File: src/rtl/dual_timer.sv
module dual_timer #(
  parameter int CNT_W = 32
) (
  input  logic        clk,
  input  logic        rst_n,
  input  logic [2:0]  reg_addr,
  input  logic        reg_we,
  input  logic [31:0] reg_wdata,
  output logic [31:0] reg_rdata,
  output logic        irq
);
  localparam int NCH    = 2;
  localparam int B_DOWN = 1;
  localparam int B_ARLD = 4;
  localparam int B_LDH  = 5;
  localparam int B_IE   = 6;
  localparam int B_RUN  = 7;
  localparam int B_STS  = 8;
  localparam int B_ALL  = 10;

  logic [NCH-1:0][CNT_W-1:0] cnt_q, ldv_q;
  logic [NCH-1:0][31:0]      ctl_w;
  logic [NCH-1:0]            sts_q, ie_q, en_q, ldh_q, down_q;

  wire all_wr = reg_we && reg_addr[1:0] == 2'd0 && reg_wdata[B_ALL];

  for (genvar c = 0; c < NCH; c++) begin : g_ch
    logic             down, arld, ldh, ie, en, sts;
    logic [CNT_W-1:0] ldv, cnt;

    wire              sel    = reg_we && reg_addr[2] == c[0];
    wire              ctl_wr = sel && reg_addr[1:0] == 2'd0;
    wire              ldv_wr = sel && reg_addr[1:0] == 2'd1;
    wire [CNT_W-1:0]  tc     = down ? '0 : '1;
    wire              at_tc  = cnt == tc;
    wire [CNT_W-1:0]  step   = down ? cnt - 1'b1 : cnt + 1'b1;
    wire              counting = en && !ldh && !at_tc;
    wire              reload   = en && !ldh && at_tc && arld;
    wire              hit      = counting && step == tc;

    always_ff @(posedge clk) begin
      if (!rst_n) begin
        down <= 1'b0;
        arld <= 1'b0;
        ldh  <= 1'b0;
        ie   <= 1'b0;
        en   <= 1'b0;
        sts  <= 1'b0;
        ldv  <= '0;
        cnt  <= '0;
      end else begin
        if (ctl_wr) begin
          down <= reg_wdata[B_DOWN];
          arld <= reg_wdata[B_ARLD];
          ldh  <= reg_wdata[B_LDH];
          ie   <= reg_wdata[B_IE];
          en   <= reg_wdata[B_RUN];
        end
        if (all_wr) en <= 1'b1;
        if (ldv_wr) ldv <= reg_wdata[CNT_W-1:0];
        if (hit) sts <= 1'b1;
        else if (ctl_wr && reg_wdata[B_STS]) sts <= 1'b0;
        if (ldh) cnt <= ldv;
        else if (counting) cnt <= step;
        else if (reload) cnt <= ldv;
      end
    end

    always_comb begin
      ctl_w[c]         = '0;
      ctl_w[c][B_DOWN] = down;
      ctl_w[c][B_ARLD] = arld;
      ctl_w[c][B_LDH]  = ldh;
      ctl_w[c][B_IE]   = ie;
      ctl_w[c][B_RUN]  = en;
      ctl_w[c][B_STS]  = sts;
    end

    assign cnt_q[c]  = cnt;
    assign ldv_q[c]  = ldv;
    assign sts_q[c]  = sts;
    assign ie_q[c]   = ie;
    assign en_q[c]   = en;
    assign ldh_q[c]  = ldh;
    assign down_q[c] = down;
  end

  wire ch = reg_addr[2];

  always_comb begin
    case (reg_addr[1:0])
      2'd0:    reg_rdata = ctl_w[ch];
      2'd1:    reg_rdata = 32'(ldv_q[ch]);
      2'd2:    reg_rdata = 32'(cnt_q[ch]);
      default: reg_rdata = '0;
    endcase
  end

  assign irq = |(sts_q & ie_q);
endmodule

File: config.mk
export PLATFORM = sky130hd
export DESIGN_NAME = dual_timer
export DESIGN_NICKNAME = d
export VERILOG_FILES = /design/src/rtl/dual_timer.sv
export SDC_FILE = /design/constraint.sdc
export NUM_CORES = 1
export LEC_CHECK = 0
export CAP_MARGIN = 20
export CORE_ASPECT_RATIO = 0.75
export CORE_UTILIZATION = 25
export DETAILED_ROUTE_END_ITERATION = 10
export DONT_BUFFER_PORTS = 1
export GPL_TIMING_DRIVEN = 1
export MAX_ROUTING_LAYER = met4
export PLACE_DENSITY = 0.42
export SLEW_MARGIN = 30
export SYNTH_ARGS = -nofsm -noshare
export SYNTH_HDL_FRONTEND = slang
export SYNTH_SLANG_ARGS = --single-unit
File: constraint.sdc
create_clock -name clk -period 6.87 [get_ports clk]
set_input_delay 2.061 -clock clk [delete_from_list [all_inputs] [get_ports clk]]
set_output_delay 2.061 -clock clk [all_outputs]
set_load 0.02 [all_outputs]
* Word level (Yosys, flattened, before mapping) *
Cells that the tools add are included.

operators by class
  multiplexer cells = 25
  equal/unequal tests = 6
  bitwise gates (word level) = 2
  reductions and logical operators = 32
  magnitude comparators = 1
  $add $sub $neg = 4

operators with widths
  cell                                                number
  2-to-1 mux 32 bit                                   15
  == test 32 bit                                      4
  one-hot mux 32 bit (3 select lines)                 1
  adder 32 x 1 -> 32 bit, second input constant       2
  subtractor 32 x 1 -> 32 bit, second input constant  2
  logical AND 1 bit                                   20
  2-to-1 mux 9 bit                                    1
  2-to-1 mux 1 bit                                    8
  nonzero test 2 bit                                  4
  nonzero test 3 bit                                  2
  logical NOT 1 bit                                   4
  AND 2 bit                                           1
  == test 2 x 1 -> 1 bit, second input constant       1
  == test 2 bit, second input constant                1
  logical NOT 2 bit                                   1
  < comparator 1 x 2 -> 1 bit, second input constant  1
  OR reduction 2 bit                                  1
  NOT 1 bit                                           1

storage, ports and cells
  output and inout port bits = 33
  logic and storage cells = 86
  bits of input ports = 38
  register bits after elaboration = 140

* Longest topological paths before layout *
Gate-level depths: netlist of the first run.

  word-level depth = 7
  depth in mapped cells = 12
  mapped depth without buffers = 11

* Least setup slack after synthesis of the first run *
No wires, ideal clock.

  path type = input to output
  start = in reg_addr[2]
  end = out reg_rdata[14]
  path slack = 1.182 ns
  stages on the path = 5
  arrival time = 3.627 ns
  path buffers = 3
  path through = clkbuf_1 > buf_1 > buf_1 > mux2i_1 > o22ai_1

on the way
  longest elaborated chain between the ends = 3

ends and longest elaborated chain
  element                                             RTL line  source
  from (decl)                                         6         input logic [2:0] reg_addr,
  2-to-1 mux 32 bit (on tied branches) (2 in series)  94, 93
  one-hot mux 32 bit (3 select lines) *               91        case (reg_addr[1:0])
  to (decl)                                           9         output logic [31:0] reg_rdata,

Every way passes the cells marked *; elsewhere a longest branch is shown, timed or not. The select of a mux whose other input is x is not followed.

* Worst setup path after layout of the first run *
  start = in reg_addr[1]
  end = out reg_rdata[8]

on the way
  longest elaborated chain between the ends = 2

ends and longest elaborated chain
  element                                      RTL line
  == test 2 bit, or another cell as far along  91
  one-hot mux 32 bit (3 select lines) *        91

Every way passes the cells marked *; elsewhere a longest branch is shown, timed or not.

==> qor.yml, run 1 <==
run_status:
  status: "finished, final reports clean"
floorplan:
  die_h_um: 180
  initial_utilization_pct: 25.6
  row_count: 64
  die_area_mm2: 0.0430
  ios: 71
  die_x_um: 239
  coreArea_mm2: 0.0412
timing:
  final.min_clock_period_ns: 5.38
  finalCritPeriodShare_pct: 78.3
  setup_viol: 0
  rsz0062_at_grt: "false"
  hold_violations: 0
  drv_slew: 0
  relSlewSlack_pct: 33.8
  clock.fmax_mhz: 186
  skew_ns: 0.00997
  fin_setup_tns_ns: 0
  worst_pin_slew_ns: 0.992
worst_setup_path:
  worstSetupPathType: "primary input to output port"
  rrSetupSlack_ns: 2.00
  crit_family: "compound AO/OA/AOI/OAI gates"
  end_kind: "output port"
  path_depth: 3
  crit_slowest_cell: "nor2b_2"
  worst_path_most_repeated_cell: "a21oi_1"
  reg2reg_from: "g_ch[0].down$_SDFFE_PN0P_"
  regToRegEndpoint: "g_ch[0].sts$_SDFFE_PN0P_"
  reg2reg_depth: 12
  cp_num_buf_inv: 0
  start_kind: "primary input"
  critical_path.cell_chain: "nor2b_2 -> a21oi_1 -> a21oi_1"
  critPathArrivalTime_ns: 3.32
  crit_fanout: 17
  required_ns: 4.81
  endpoint: "reg_rdata[8]"
  crit_path_max_incr_delay_ns: 0.60
  crit_start: "reg_addr[1]"
cts:
  cts_setup_buffers: 0
  cts_tree: "built"
  cts_buffers: 17
  cts-root-buf: "clkbuf_16"
  clock-sinks: 140
  ctsHtreeMaxLevel: 4
  clk_pin_slew_ns: 0.06
  ctsResizeCount: 0
  clk_latency_ns: 0.44
  hold_buffers: 0
  cts_max_path_buffers: 2
synth:
  synthAdderAreaFrac_pct: 7.49
  synthMuxAreaShare_pct: 13.2
  synth_seq_cells: 140
  synth_edf_count: 0
  yosysWarnings: 0
  synth_cells: 1359
  async_reset_ff_share_pct: 0
  synth_seq_area_share_pct: 26.6
  yosys.area_share.simple_pct: 20.2
  avgSynthCellArea_um2: 7.76
  syn-num-nets: 1459
  synth-compound-area-share_pct: 24.1
  syn_area_mm2: 0.0106
  ys.flop_type: "dfxtp_1"
  synth.distinct_cells: 76
  synth_top_family_by_area: "compound AO/OA/AOI/OAI gates"
  synth-xor-area-share_pct: 4.56
min_path:
  worstHoldStart: "g_ch[0].ldv[26]$_SDFFE_PN0P_"
  holdCritPathClass: "flop to flop"
global_route:
  grt_pass1_vias: 9381
  grt_pass1_wl_mm: 60.0
  grt-busiest-layer: "met1"
  gr-usage-all-layers_pct: 19.0
  use_met1_pct: 28.2
  overflow: 0
  met2_usage_pct: 25.3
  grt_start_max_net_pins: 73
  antenna_found_initial: 0
  met3_usage_pct: 4.27
final_layout:
  drive_gt1_share_pct: 6.11
  num-fill-cells: 4522
  fin_util_pct: 28.5
  syn_to_final_growth_pct: 11.3
  nNetsFinal: 1397
  antennaDiodeCount: 0
power:
  max-vdd-ir-drop_mv: 0.199
  leakagePower_nw: 4.93
  power.density_mw_per_mm2: 189
route:
  drt_iter0_markers: 846
  wl_per_cell_um: 21.2
  drt-total-wl_mm: 39.7
  drtPass1Iterations: 5
  drc_errors: 0
  viasPerCell: 5.31
  ant_nets: 0
  vias: 9942
placement:
  io_buffers: 0
  place_congestion: 0.911
  hpwl_mm: 30.5
run:
  cap_violations: 0
[final cells by class]
cell class | instances | area, um^2 | area share [%]
Multi-Input combinational cell | 1110 | 7390 | 62.9
Tap cell | 561 | 702 | 5.98
Inverter | 14 | 55.1 | 0.469
Timing Repair Buffer | 14 | 125 | 1.07
Sequential cell | 140 | 2810 | 23.9
Clock buffer | 18 | 429 | 3.65
Clock inverter | 14 | 243 | 2.07
[logic make-up (layout without fill, tap and decap cells)]
family,after synthesis,in the layout
compound gates,397,397
xor+xnor,55,55
buf+inv,109,60
fa+ha+maj,62,62
mux,137,137
simple gates,459,459
flops,140,140
[worst min path at each step]
| stage | to | slack, ns | depth (start not counted) |
|---|---|---|---|
| after floorplan | g_ch[0].ldv[31]$_SDFFE_PN0P_ | 0.44 | 2 |
| final | g_ch[0].ldv[26]$_SDFFE_PN0P_ | 0.47 | 2 |
| after global placement | g_ch[1].ldv[14]$_SDFFE_PN0P_ | 0.47 | 2 |
| after detailed placement | g_ch[1].ldv[14]$_SDFFE_PN0P_ | 0.46 | 2 |
| after CTS | g_ch[1].ldv[14]$_SDFFE_PN0P_ | 0.47 | 2 |
| after global routing | g_ch[0].ldv[26]$_SDFFE_PN0P_ | 0.50 | 2 |
[tightest hold or removal path, cell delays in order, from the launching register on]
cell and delay (ns):
dfxtp_1 0.32, nand2_1 0.05, a21oi_1 0.05
[metal layers]
| layer | vias up | part of all wire [%] |
|---|---|---|
| met5 | - | 0 |
| li1 | 4882 | - |
| met2 | 273 | 40 |
| met3 | 30 | 6.7 |
| met1 | 4757 | 51 |
| met4 | 0 | 1.8 |
[report_power, final]
group,switching (W),internal (W)
Combinational,0.000167,0.0000913
Sequential,0.0000355,0.000838
Clock,0.000400,0.000683
[cell usage after synthesis (14+ instances only)]
cell | instances | area [um^2]
a211oi_1 | 57 | 428
a21o_1 | 47 | 353
a21oi_1 | 162 | 811
clkbuf_1 | 88 | 330
dfxtp_1 | 140 | 2800
ha_1 | 60 | 751
mux2_2 | 14 | 158
mux2i_1 | 123 | 1230
nand2_1 | 187 | 702
nand3_1 | 21 | 105
nand4_1 | 25 | 156
nor2_1 | 125 | 469
o21ai_0 | 34 | 170
o22ai_1 | 26 | 163
xnor2_1 | 32 | 280
xor2_1 | 23 | 201
[per-stage QoR]
step | instances | total power (W) | setup WS (ns) | hold WS (ns) | cell area, um^2
2_1_floorplan | 1359 | 0.00108 | 1.18 | 0.444 | 10600
3_3_place_gp | 1838 | 0.00115 | 1.19 | 0.465 | 11000
3_5_place_dp | 1839 | 0.00115 | 1.52 | 0.465 | 11100
4_1_cts | 1871 | 0.00223 | 1.52 | 0.474 | 11700
5_1_grt | 1871 | 0.00230 | 1.40 | 0.498 | 11700
6_report | 1871 | 0.00221 | 1.49 | 0.474 | 11700
[sequential cells by signal (all words and copies together) (netlist names)]
name       count
g_ch.cnt      64
g_ch.ldv      64
g_ch.sts       2
g_ch.ie        2
g_ch.arld      2
g_ch.ldh       2
g_ch.down      2
g_ch.en        2
[layout by cell type, fill, tap and decap left out, types with 11 or more instances in the layout]
cell / n
a211oi_1: 57
nor2b_1: 12
mux2_2: 14
o21ai_0: 33
nor2_1: 124
buf_4: 13
o22ai_1: 26
a21o_1: 47
nand2_1: 186
inv_1: 13
nor4_1: 11
xor2_1: 23
a21oi_1: 160
nand3_1: 21
mux2i_1: 123
clkbuf_16: 17
ha_1: 60
xnor2_1: 32
and3_1: 12
nand4_1: 25
dfxtp_1: 138
Power figures use the tool's default switching activity.
==> run 2: changes to the inputs <==
--- a/config.mk
+++ b/config.mk
@@ -12,7 +12,7 @@
 export DONT_BUFFER_PORTS = 1
 export GPL_TIMING_DRIVEN = 1
 export MAX_ROUTING_LAYER = met4
-export PLACE_DENSITY = 0.42
+export PLACE_DENSITY = 0.44
 export SLEW_MARGIN = 30
 export SYNTH_ARGS = -nofsm -noshare
 export SYNTH_HDL_FRONTEND = slang
==> constraint.sdc (replaced) <==
create_clock -name clk -period 4.7 [get_ports clk]
set_input_delay 1.41 -clock clk [delete_from_list [all_inputs] [get_ports clk]]
set_output_delay 1.41 -clock clk [all_outputs]
set_load 0.02 [all_outputs]
==> qor.yml, run 2 (synthesized netlist as in run 1, its figures left out) <==
route:
  drtPass1Iterations: 7
  ant_nets: 0
  drt_iter0_markers: 732
  viasPerCell: 5.30
  drc_errors: 0
  vias: 10120
  wl_per_cell_um: 20.1
  drt-total-wl_mm: 38.3
timing:
  drv_slew: 0
  final.min_clock_period_ns: 4.20
  skew_ns: 0.0108
  rsz0062_at_grt: "false"
  worst_pin_slew_ns: 0.949
  fin_setup_tns_ns: 0
  finalCritPeriodShare_pct: 89.4
  clock.fmax_mhz: 238
  setup_viol: 0
  relSlewSlack_pct: 36.6
  setup_ws_ns: 0.500
  hold_violations: 0
worst_setup_path:
  start_kind: "flop"
  worstSetupPathType: "flop to flop"
  crit_fanout: 26
  required_ns: 5.04
  critPathArrivalTime_ns: 4.54
  end_kind: "flop"
cts:
  clock-sinks: 140
  hold_buffers: 0
  cts_max_path_buffers: 2
  cts_tree: "built"
  clk_latency_ns: 0.43
  clk_pin_slew_ns: 0.06
  ctsResizeCount: 0
  ctsHtreeMaxLevel: 4
  cts_buffers: 17
  cts-root-buf: "clkbuf_16"
  cts_setup_buffers: 0
final_layout:
  fin_util_pct: 29.1
  drive_gt1_share_pct: 8.61
  layout_common_cells: "186 x nand2_1, 160 x a21oi_1, 138 x dfxtp_1"
  final_cells: 1909
  antennaDiodeCount: 0
  design_area_mm2: 0.0120
  nNetsFinal: 1436
  top_regs: "g_ch.cnt: 64 flops, g_ch.ldv: 64 flops"
  final_common_cell: "nand2_1"
  syn_to_final_growth_pct: 13.6
placement:
  post_dp_cell_area_mm2: 0.0114
  detailedPlace.worstSlack_ns: 0.605
  io_buffers: 0
  dp.cells: 1878
  place_congestion: 0.897
  hpwl_mm: 29.4
floorplan:
  ios: 71
  die_area_mm2: 0.0430
  initial_utilization_pct: 25.6
  row_count: 64
  coreArea_mm2: 0.0412
  die_x_um: 239
  die_h_um: 180
run_status:
  status: "finished, final reports clean"
global_route:
  overflow: 0
  grt_pass1_vias: 9619
  gr-usage-all-layers_pct: 18.3
  grt_start_max_net_pins: 105
  grt_pass1_wl_mm: 59.2
  antenna_found_initial: 1
power:
  max-vdd-ir-drop_mv: 0.288
  leakagePower_nw: 5.11
  power.density_mw_per_mm2: 260
min_path:
  holdCritPathClass: "flop to flop"
run:
  cap_violations: 0
-- run 2: changes by cell type in the layout (fill, tap and decap cells not counted), sizes merged --
cell and delta:
clkinvlp +2, inv -1, clkinv -2, bufinv -2, clkbuf +2, buf +39
-- run 2: final cells by class --
class | instances | area (um^2)
timing repair buffer | 53 | 423
sequential | 140 | 2810
fill | 4491 | 29200
tap | 561 | 702
multi-input combinational | 1110 | 7380
clock inverter | 11 | 168
clock buffer | 20 | 457
inverter | 14 | 55.1
-- run 2: critical path, stage by stage (launching register included) --
cell and delay, ns:
dfxtp_2 0.56, buf_4 0.41, ha_1 0.39, a21oi_1 0.27
o21ai_0 0.20, nor2_1 0.13, nand4_1 0.21, a221oi_1 0.50
o31ai_1 0.22, a211oi_1 0.49, nor4bb_1 0.33, mux2i_1 0.14
o31ai_1 0.24
-- run 2: report_power, final --
part | internal (W) | switching [W] | leakage (nW)
clock network | 0.000911 | 0.000539 | 0.290
logic | 0.000147 | 0.000247 | 3.69
registers | 0.00123 | 0.0000477 | 1.14
-- run 2: per-layer routing --
metal	track usage, %	up-vias	routed length [um]
li1	-	4942	-
met1	27.3	4952	20100
met2	25.1	199	15800
met3	3.58	27	1980
met4	3.26	0	393
met5	-	-	0
-- run 2: final timing paths --
check	cells after the start	start	end	slack, ns
worst max-delay path	12	g_ch[0].down$_SDFFE_PN0P_	g_ch[0].sts$_SDFFE_PN0P_	0.50
worst min-delay path	2	g_ch[0].ldv[13]$_SDFFE_PN0P_	g_ch[0].ldv[13]$_SDFFE_PN0P_	0.47
worst max register to register	12	g_ch[0].down$_SDFFE_PN0P_	g_ch[0].sts$_SDFFE_PN0P_	0.50
worst min register to register	2	g_ch[0].ldv[13]$_SDFFE_PN0P_	g_ch[0].ldv[13]$_SDFFE_PN0P_	0.47
-- run 2: per-stage QoR --
step | hold WS (ns) | power, W
final | 0.469 | 0.00312
after global routing | 0.493 | 0.00325
after CTS | 0.471 | 0.00314
after detailed placement | 0.463 | 0.00169
after global placement | 0.458 | 0.00169
after floorplan | 0.444 | 0.00158
==> run 3: changes to the inputs <==
--- a/config.mk
+++ b/config.mk
@@ -6,13 +6,15 @@
 export NUM_CORES = 1
 export LEC_CHECK = 0
 export CAP_MARGIN = 20
+export CELL_PAD_IN_SITES_DETAIL_PLACEMENT = 1
+export CELL_PAD_IN_SITES_GLOBAL_PLACEMENT = 2
 export CORE_ASPECT_RATIO = 0.75
 export CORE_UTILIZATION = 25
 export DETAILED_ROUTE_END_ITERATION = 10
 export DONT_BUFFER_PORTS = 1
 export GPL_TIMING_DRIVEN = 1
 export MAX_ROUTING_LAYER = met4
-export PLACE_DENSITY = 0.44
+export PLACE_DENSITY = 0.62
 export SLEW_MARGIN = 30
 export SYNTH_ARGS = -nofsm -noshare
 export SYNTH_HDL_FRONTEND = slang
==> qor.yml, run 3 (synthesized netlist as in run 1, its figures left out) <==
route:
  drt_iter0_markers: 680
  drc_errors: 0
  wl_per_cell_um: 22.3
  drt-total-wl_mm: 42.5
  viasPerCell: 5.37
  vias: 10242
  ant_nets: 0
  drtPass1Iterations: 5
worst_setup_path:
  worstSetupPathType: "primary input to output port"
  required_ns: 3.29
  start_kind: "primary input"
  end_kind: "output port"
  critPathArrivalTime_ns: 2.82
  crit_fanout: 17
placement:
  dp.cells: 1876
  hpwl_mm: 33.1
  post_dp_cell_area_mm2: 0.0114
  io_buffers: 0
  place_congestion: 0.845
cts:
  hold_buffers: 0
  clock-sinks: 140
  cts_tree: "built"
  cts_max_path_buffers: 2
  ctsHtreeMaxLevel: 4
  cts_buffers: 17
  ctsResizeCount: 0
  cts-root-buf: "clkbuf_16"
  clk_pin_slew_ns: 0.06
  cts_setup_buffers: 0
  clk_latency_ns: 0.44
final_layout:
  nNetsFinal: 1434
  design_area_mm2: 0.0120
  final_common_cell: "nand2_1"
  num-fill-cells: 4917
  final_cells: 1909
  drive_gt1_share_pct: 8.54
  syn_to_final_growth_pct: 13.9
  fin_util_pct: 29.2
  top_regs: "g_ch.cnt: 64 flops, g_ch.ldv: 64 flops"
  layout_common_cells: "186 x nand2_1, 160 x a21oi_1, 138 x dfxtp_1"
global_route:
  antenna_found_initial: 1
  grt_start_max_net_pins: 73
  gr-usage-all-layers_pct: 20.4
  grt_pass1_wl_mm: 65.0
  overflow: 0
  grt_pass1_vias: 10424
min_path:
  holdCritPathClass: "flop to flop"
floorplan:
  coreArea_mm2: 0.0412
  die_x_um: 239
  ios: 71
  die_area_mm2: 0.0430
  die_h_um: 180
  initial_utilization_pct: 25.6
  row_count: 64
timing:
  relSlewSlack_pct: 35.0
  clock.fmax_mhz: 236
  fin_setup_tns_ns: 0
  drv_slew: 0
  whs_ns: 0.473
  hold_violations: 0
  rsz0062_at_grt: "false"
  worst_pin_slew_ns: 0.974
  skew_ns: 0.0125
  final.min_clock_period_ns: 4.23
  finalCritPeriodShare_pct: 90.0
  setup_viol: 0
power:
  max-vdd-ir-drop_mv: 0.280
  power.density_mw_per_mm2: 269
  leakagePower_nw: 5.13
run:
  cap_violations: 0
run_status:
  status: "finished, final reports clean"
run 3: cell types whose count changed in the layout (fill, tap and decap cells not counted), moves of 2 or more:
cell / delta
clkinv_4: +2
diode_2: +2
buf_4: -2
clkinvlp_4: -3
run 3: cell type report:
type,instances,area (um^2),area share (%)
diodes,2,5.00,0.0416
clock buffers,21,470,3.91
clock inverters,10,188,1.56
inverters,14,55.1,0.458
multi-input cells,1110,7390,61.4
flip-flops and latches,140,2810,23.4
well taps,561,702,5.84
repair buffers,51,408,3.39
run 3: worst paths after layout:
path,start,endpoint,slack [ns],cells after the start
max reg2reg,g_ch[1].down$_SDFFE_PN0P_,g_ch[1].sts$_SDFFE_PN0P_,0.53,10
min,g_ch[1].ldv[17]$_SDFFE_PN0P_,g_ch[1].ldv[17]$_SDFFE_PN0P_,0.47,2
max,reg_addr[0],reg_rdata[28],0.47,4
min reg2reg,g_ch[1].ldv[17]$_SDFFE_PN0P_,g_ch[1].ldv[17]$_SDFFE_PN0P_,0.47,2
run 3: metal layers:
metal | vias to the layer above | track usage (%) | share of wire (%)
met5 | - | - | 0
met3 | 24 | 3.65 | 4.2
met1 | 5092 | 29.6 | 52
met4 | 0 | 3.67 | 0.91
li1 | 4948 | - | -
met2 | 178 | 29.4 | 43
run 3: worst max-delay path: stages:
cell	delay, ns
nand2b_1	0.59
buf_4	0.41
o22ai_1	0.21
buf_4	0.18
run 3: metrics by stage:
step / total power (W) / worst slack (ns)
2_1_floorplan: 0.00158 / 0.314
3_3_place_gp: 0.00170 / 0.501
4_1_cts: 0.00326 / 0.346
6_report: 0.00324 / 0.471
3_5_place_dp: 0.00170 / 0.406
5_1_grt: 0.00336 / 0.190
run 3: report_power, final:
group          leakage (nW)  internal [W]  total [W]  switching [W]
clock network         0.315      0.000982    0.00156       0.000577
registers              1.14       0.00122    0.00128      0.0000518
logic                  3.68      0.000146   0.000402       0.000256
total                  5.13       0.00235    0.00324       0.000884
